--- config.mk ---
export PLATFORM = sky130hd
export DESIGN_NAME = i2c_frame_shifter
export DESIGN_NICKNAME = d
export VERILOG_FILES = /design/src/rtl/i2c_frame_shifter.sv
export SDC_FILE = /design/constraint.sdc
export NUM_CORES = 1
export LEC_CHECK = 0
export BUFFER_PORTS_ARGS = -buffer_cell sky130_fd_sc_hd__buf_2
export CAP_MARGIN = 20
export CELL_PAD_IN_SITES_DETAIL_PLACEMENT = 1
export CELL_PAD_IN_SITES_GLOBAL_PLACEMENT = 2
export CORE_MARGIN = 2
export CORE_UTILIZATION = 25
export CTS_CLUSTER_DIAMETER = 200
export DETAILED_ROUTE_END_ITERATION = 8
export PLACE_DENSITY_LB_ADDON = 0.1
export SLEW_MARGIN = 20
export SYNTH_ARGS = -nofsm -noshare
export SYNTH_HDL_FRONTEND = slang
export SYNTH_SLANG_ARGS = --single-unit
--- constraint.sdc ---
create_clock -name clk -period 2.3 [get_ports clk]
set_input_delay 0.46 -clock clk [delete_from_list [all_inputs] [get_ports clk]]
set_output_delay 0.46 -clock clk [all_outputs]
set_load 0.01 [all_outputs]
--- src/rtl/i2c_frame_shifter.sv ---
module i2c_frame_shifter #(
  parameter int DW = 8
) (
  input  logic          clk,
  input  logic          rst_n,
  input  logic          shift_clk,
  input  logic          sda_in,
  output logic          sda_oe,
  input  logic          wr_en,
  input  logic [DW-1:0] wr_data,
  output logic          tx_empty,
  input  logic          rd_en,
  output logic [DW-1:0] rd_data,
  output logic          rx_full,
  output logic          nack_err,
  input  logic          err_clr
);
  localparam int NPOS = DW + 1;
  localparam int CW = $clog2(NPOS + 1);
  localparam logic [CW-1:0] LASTC = CW'(NPOS);

  logic          s1, s2;
  logic          busy;
  logic [CW-1:0] rise_cnt, fall_cnt;
  logic [DW:0]   tx_sr;
  logic          tx_bit;
  logic [DW-1:0] tx_buf;
  logic [DW-1:0] rx_sr;
  logic [DW-1:0] rx_buf;

  wire rise = s1 & ~s2;
  wire fall = ~s1 & s2;
  wire load = ~busy & ~tx_empty;
  wire adv  = busy & rise & (rise_cnt < LASTC);
  wire smp  = busy & fall & (fall_cnt < rise_cnt);
  wire last = smp & (fall_cnt == LASTC - CW'(1));

  assign sda_oe  = busy & ~tx_bit;
  assign rd_data = rx_buf;

  always_ff @(posedge clk or negedge rst_n)
    if (!rst_n) begin
      s1 <= 1'b0;
      s2 <= 1'b0;
    end else begin
      s1 <= shift_clk;
      s2 <= s1;
    end

  always_ff @(posedge clk or negedge rst_n)
    if (!rst_n) begin
      tx_buf   <= '0;
      tx_empty <= 1'b1;
    end else begin
      if (wr_en) tx_buf <= wr_data;
      if (wr_en) tx_empty <= 1'b0;
      else if (load) tx_empty <= 1'b1;
    end

  always_ff @(posedge clk or negedge rst_n)
    if (!rst_n) begin
      busy     <= 1'b0;
      rise_cnt <= '0;
      fall_cnt <= '0;
      tx_sr    <= '1;
      tx_bit   <= 1'b1;
    end else if (load) begin
      busy     <= 1'b1;
      rise_cnt <= '0;
      fall_cnt <= '0;
      tx_sr    <= {tx_buf, 1'b1};
      tx_bit   <= 1'b0;
    end else begin
      if (adv) begin
        rise_cnt <= rise_cnt + CW'(1);
        tx_bit   <= tx_sr[DW];
        tx_sr    <= {tx_sr[DW-1:0], 1'b1};
      end
      if (smp) fall_cnt <= fall_cnt + CW'(1);
      if (last) begin
        busy   <= 1'b0;
        tx_bit <= 1'b1;
      end
    end

  always_ff @(posedge clk or negedge rst_n)
    if (!rst_n) begin
      rx_sr    <= '0;
      rx_buf   <= '0;
      rx_full  <= 1'b0;
      nack_err <= 1'b0;
    end else begin
      if (smp && !last) rx_sr <= {rx_sr[DW-2:0], sda_in};
      if (last) rx_buf <= rx_sr;
      if (last) rx_full <= 1'b1;
      else if (rd_en) rx_full <= 1'b0;
      if (last && sda_in) nack_err <= 1'b1;
      else if (err_clr) nack_err <= 1'b0;
    end
endmodule


==> After elaboration in Yosys (flattened, before gate mapping) <==
Index checks and enable logic that the tools add are counted.
{ "totals": {"register_bits": 48, "inputBits": 15, "word_cells": 59} }
{ "op_classes": {"n_addsub": 2, "order_cmp": 2, "n_eq_ne": 1, "muxes": 17, "n_bitwise": 14, "reduce_logical": 10} }
{ "ops": {"columns": ["op", "n"], "rows": [
  ["9-bit 2-to-1 mux", 2],
  ["4-bit 2-to-1 mux", 4],
  ["2-bit nonzero test", 6],
  ["1-bit 2-to-1 mux", 11],
  ["1-bit AND", 9],
  ["4-bit by 1-bit adder with 4-bit output, second input constant", 2],
  ["1-bit NOT", 5],
  ["4-bit == test, second input constant", 1],
  ["4-bit less-than comparator", 1],
  ["4-bit less-than comparator, second input constant", 1],
  ["3-bit nonzero test", 1],
  ["1-bit logical AND", 2],
  ["1-bit logical NOT", 1]
]} }

==> Longest topological paths before layout <==
{ "depth": {"depth_word": 7, "ltp_mapped": 7} }

==> Worst setup path before layout <==
Ideal clock, no wire load.
{ "synth_timing": {"path_kind": "reg2reg", "from": "register rise_cnt[1]", "to": "register rx_buf[0] (netlist: rd_data[0])", "setup_ns": 0.125, "t_arrival_ns": 1.889, "required_ns": 2.175, "slack_ns": 0.286, "stages_incl_launch_ff": 8, "path_buffers": 1, "synth_period_minus_slack_ns": 2.014, "path_cell_list": "dfrtp_1 inv_1 ha_1 or3b_1 o2111ai_1 and3_1 buf_4 mux2_2"} }
{ "synth_via": {"elab_chain_len": 3} }
{ "synth_lines": {"columns": ["element", "line", "source"], "rows": [
  ["start: declaration", "24", "logic [CW-1:0] rise_cnt, fall_cnt;"],
  ["start signal: assignment", "75", "rise_cnt <= rise_cnt + CW'(1);"],
  ["4-bit less-than comparator", "35", "wire smp = busy & fall & (fall_cnt < rise_cnt);"],
  ["1-bit AND", "35", null],
  ["1-bit AND", "36", "wire last = smp & (fall_cnt == LASTC - CW'(1));"],
  ["end signal: assignment", "94", "if (last) rx_buf <= rx_sr;"],
  ["end: declaration", "29", "logic [DW-1:0] rx_buf;"]
]} }
No other way between the ends.
A chain may end at the register's enable or synchronous reset.

==> Worst setup path in the final report <==
{ "layout_timing": {"from": "register rise_cnt[1]", "to": "register rx_buf[7] (netlist: rd_data[7])"} }
The elaborated chain is that of the path after synthesis.

==> flow_summary_export.csv <==
group,metric,value,unit
sta,fin_crit_sh,93.5,%
clock_tree,clock_sink_count,47,
placement,place_hpwl,3040,um
finish,antennaDiodeCount,0,
routing,finalWirelength,4150,um
grt,gr-usage-all-layers,10.5,%
routing,vias_per_cell,4.38,
worst_hold_path,hold_path.class,"primary input to async pin",
finish,final_nets,219,
routing,drc,0,
clock_tree,clockBufferDepth,2,
power_and_ir_drop,ir_drop,0.000309,V
synthesis,synth.distinct_cells,30,
power_and_ir_drop,power_density,1110,nW/um2
clock_tree,clock_latency_at_the_later_pin_of_the_worst_skew_pair,0.30,ns
synthesis,yosysWarningCount,0,
die,die_h,94.4,um
sta,setup-tns-final,0,ns
sta,whs,0.255,ns
synthesis,yosys.cell_count.top_type,"sky130_fd_sc_hd__dfrtp_1",
routing,detail_route.iter0.violations,25,
die,site_rows,32,
synthesis,synthArstFlopShare,100,%
routing,routed-via-count,1315,
synthesis,post_synth_inst_count,162,
sta,period_needed,2.15,ns
clock_tree,cts_tree,"built",
synthesis,synth_common_cells,"37 x sky130_fd_sc_hd__dfrtp_1, 24 x sky130_fd_sc_hd__mux2_2, 14 x sky130_fd_sc_hd__nand2_1",
grt,grtUsageMet3,3.19,%
synthesis,syn-mean-instance-area,12.6,um2
placement,place.gp.congestion,0.751,
grt,grt_pass1_vias,1509,
finish,post-route-cell-area,2450,um2
placement,placedInstanceArea,2340,um2
die,core,7810,um2
finish,area.growth.synth_to_final,19.9,%
grt,antenna_found_initial,0,
finish,post_route_cells_drive_above_1_share,38.9,%
power_and_ir_drop,p_leak,1.13,nW
grt,gr-usage-met1,12.8,%
die,die_area,8910,um2
synthesis,seq_area_frac_synth,58.2,%
critical_path,critPathKind,"flip-flop to flip-flop",
clock_tree,post_cts_resized,0,
grt,grt_max_degree,48,
power_and_ir_drop,total_power,2.71,mW
flow_run,cap_violations,0,
sta,final-setup-viol-count,0,
clock_tree,post_cts.repair.setup_buffers,0,
critical_path,start_kind,"flip-flop",
critical_path,cp_max_fanout,10,
routing,detail-route-antenna-nets,0,
clock_tree,clk_pin_slew_worst_paths,0.08,ns
sta,setup_ws,0.149,ns
sta,finClkSkew,0.0136,ns
synthesis,synth.top_cells.by_area,"sky130_fd_sc_hd__dfrtp_1 45%, sky130_fd_sc_hd__mux2_2 13%, sky130_fd_sc_hd__dfstp_2 13%",
sta,worst_pin_slew,0.600,ns
die,num_io_pins,27,
clock_tree,post_cts_hold_buffer_count,0,
clock_tree,depth_of_the_cts_h_tree,2,
synthesis,post_synth_instance_area,2040,um2
routing,average_detailed_routed_wire_length_per_instance,13.8,um
run_status,status,"finished clean",
grt,globalRoute.busiestLayer,"met2",
sta,slew-limit-headroom,60.0,%
synthesis,synth-seq-cells,47,
grt,grt_first_pass_wirelength,7190,um
synthesis,synth_top_flop_cell,"sky130_fd_sc_hd__dfrtp_1",
synthesis,yosys.area.top_type,"sky130_fd_sc_hd__dfrtp_1",
placement,place.port_buffers,26,
clock_tree,cts.root.buffer_cell,"sky130_fd_sc_hd__clkbuf_8",
sta,fmax,465,MHz
sta,finalHoldViolCount,0,
placement,numPlacedInstances,292,
synthesis,synthDominantCellAreaShare,45.3,%
clock_tree,cts_made_buffers,5,
finish,stdcell_count,300,
die,start_util,26.2,%
critical_path,timing.critical_path.to_type,"flip-flop",
finish,fill_cells,873,
sta,report.final.slew_viol_count,0,
critical_path,cp_data_arrival_time,2.33,ns
finish,fin_util,31.4,%
placement,detailedPlace.worstSlack,0.122,ns
synthesis,synth_edf_count,0,
grt,use_met2,18.0,%
grt,globalRouteOverflowTotal,0,
synthesis,synth.net_count,184,
sta,rsz_0062_raised_after_global_routing,"false",
critical_path,critical_path_required,2.48,ns
die,fp.dieW,94.4,um
routing,firstDrtPassIters,3,
[layer usage]
metal / vias to the layer above / share of wire, %
met3: 5 / 3.0
met5: - / 0
met2: 16 / 50
met4: 0 / 1.4
li1: 631 / -
met1: 663 / 45
[placed cells by master (no fill, tap or decap), drive strengths merged]
master	n
a21o	2
nor3	1
or3b	1
nand2	14
a211o	1
nor3b	1
mux2i	9
o21ai	10
nor2	6
o31ai	1
nand3	5
mux2	24
dfrtp	37
ha	7
a21oi	7
o2111a	1
nand2b	1
and4	1
bufinv	1
inv	10
and3	1
nand4	2
dfstp	10
a211oi	1
xnor2	1
clkbuf	7
a22o	1
or4	1
buf	33
o2111ai	1
[worst paths after layout]
check,startpoint,end,slack [ns],cells past startpoint
min reg2reg,s1$_DFF_PN0_,s2$_DFF_PN0_,0.42,0
max,rise_cnt[1]$_DFFE_PN0P_,rd_data[7]$_DFFE_PN0P_,0.15,7
max reg2reg,rise_cnt[1]$_DFFE_PN0P_,rd_data[7]$_DFFE_PN0P_,0.15,7
max in group asynchronous,rst_n,s2$_DFF_PN0_,1.64,2
min,rst_n,tx_buf[4]$_DFFE_PN0P_,0.25,2
min in group clk,shift_clk,s1$_DFF_PN0_,0.27,1
[cell type report]
cell class / count / area (um2) / area share, %
clock buffers: 7 / 76.3 / 3.12
clock inverters: 1 / 30.0 / 1.23
inverters: 10 / 37.5 / 1.53
multi-input cells: 100 / 795 / 32.4
flip-flops and latches: 47 / 1190 / 48.5
well taps: 102 / 128 / 5.21
repair buffers: 33 / 195 / 7.97
[flip-flops by register name, summed over array words and instances, names as in the netlist, 4 cells and up]
name,flops
tx_sr,8
tx_buf,8
rx_sr,8
rise_cnt,4
fall_cnt,4
rd_data,8
[critical path, cell delays in order (launching register included)]
cell,delay (ns)
sky130_fd_sc_hd__dfrtp_1,0.40
sky130_fd_sc_hd__inv_1,0.08
sky130_fd_sc_hd__ha_1,0.23
sky130_fd_sc_hd__or3b_1,0.38
sky130_fd_sc_hd__o2111ai_1,0.21
sky130_fd_sc_hd__and3_4,0.28
sky130_fd_sc_hd__buf_12,0.13
sky130_fd_sc_hd__mux2_2,0.34
[power by group]
| group | internal (mW) | total, mW | switching (mW) |
|---|---|---|---|
| clock network | 0.326 | 0.596 | 0.271 |
| logic | 0.402 | 0.800 | 0.399 |
| registers | 1.12 | 1.31 | 0.187 |
[kinds of logic (layout without fill, tap and decap cells)]
logic type	after synthesis	in the layout	share of synthesized area [%]
AO/OA/AOI/OAI	25	25	7.78
AND/OR/NAND/NOR	34	34	8.51
flip-flops	47	47	58.2
XOR/XNOR	1	1	0.429
adder cells (fa/ha/maj)	7	7	4.29
buffers and inverters	15	51	3.18
multiplexers	33	33	17.6
Power figures use the tool's default switching activity.
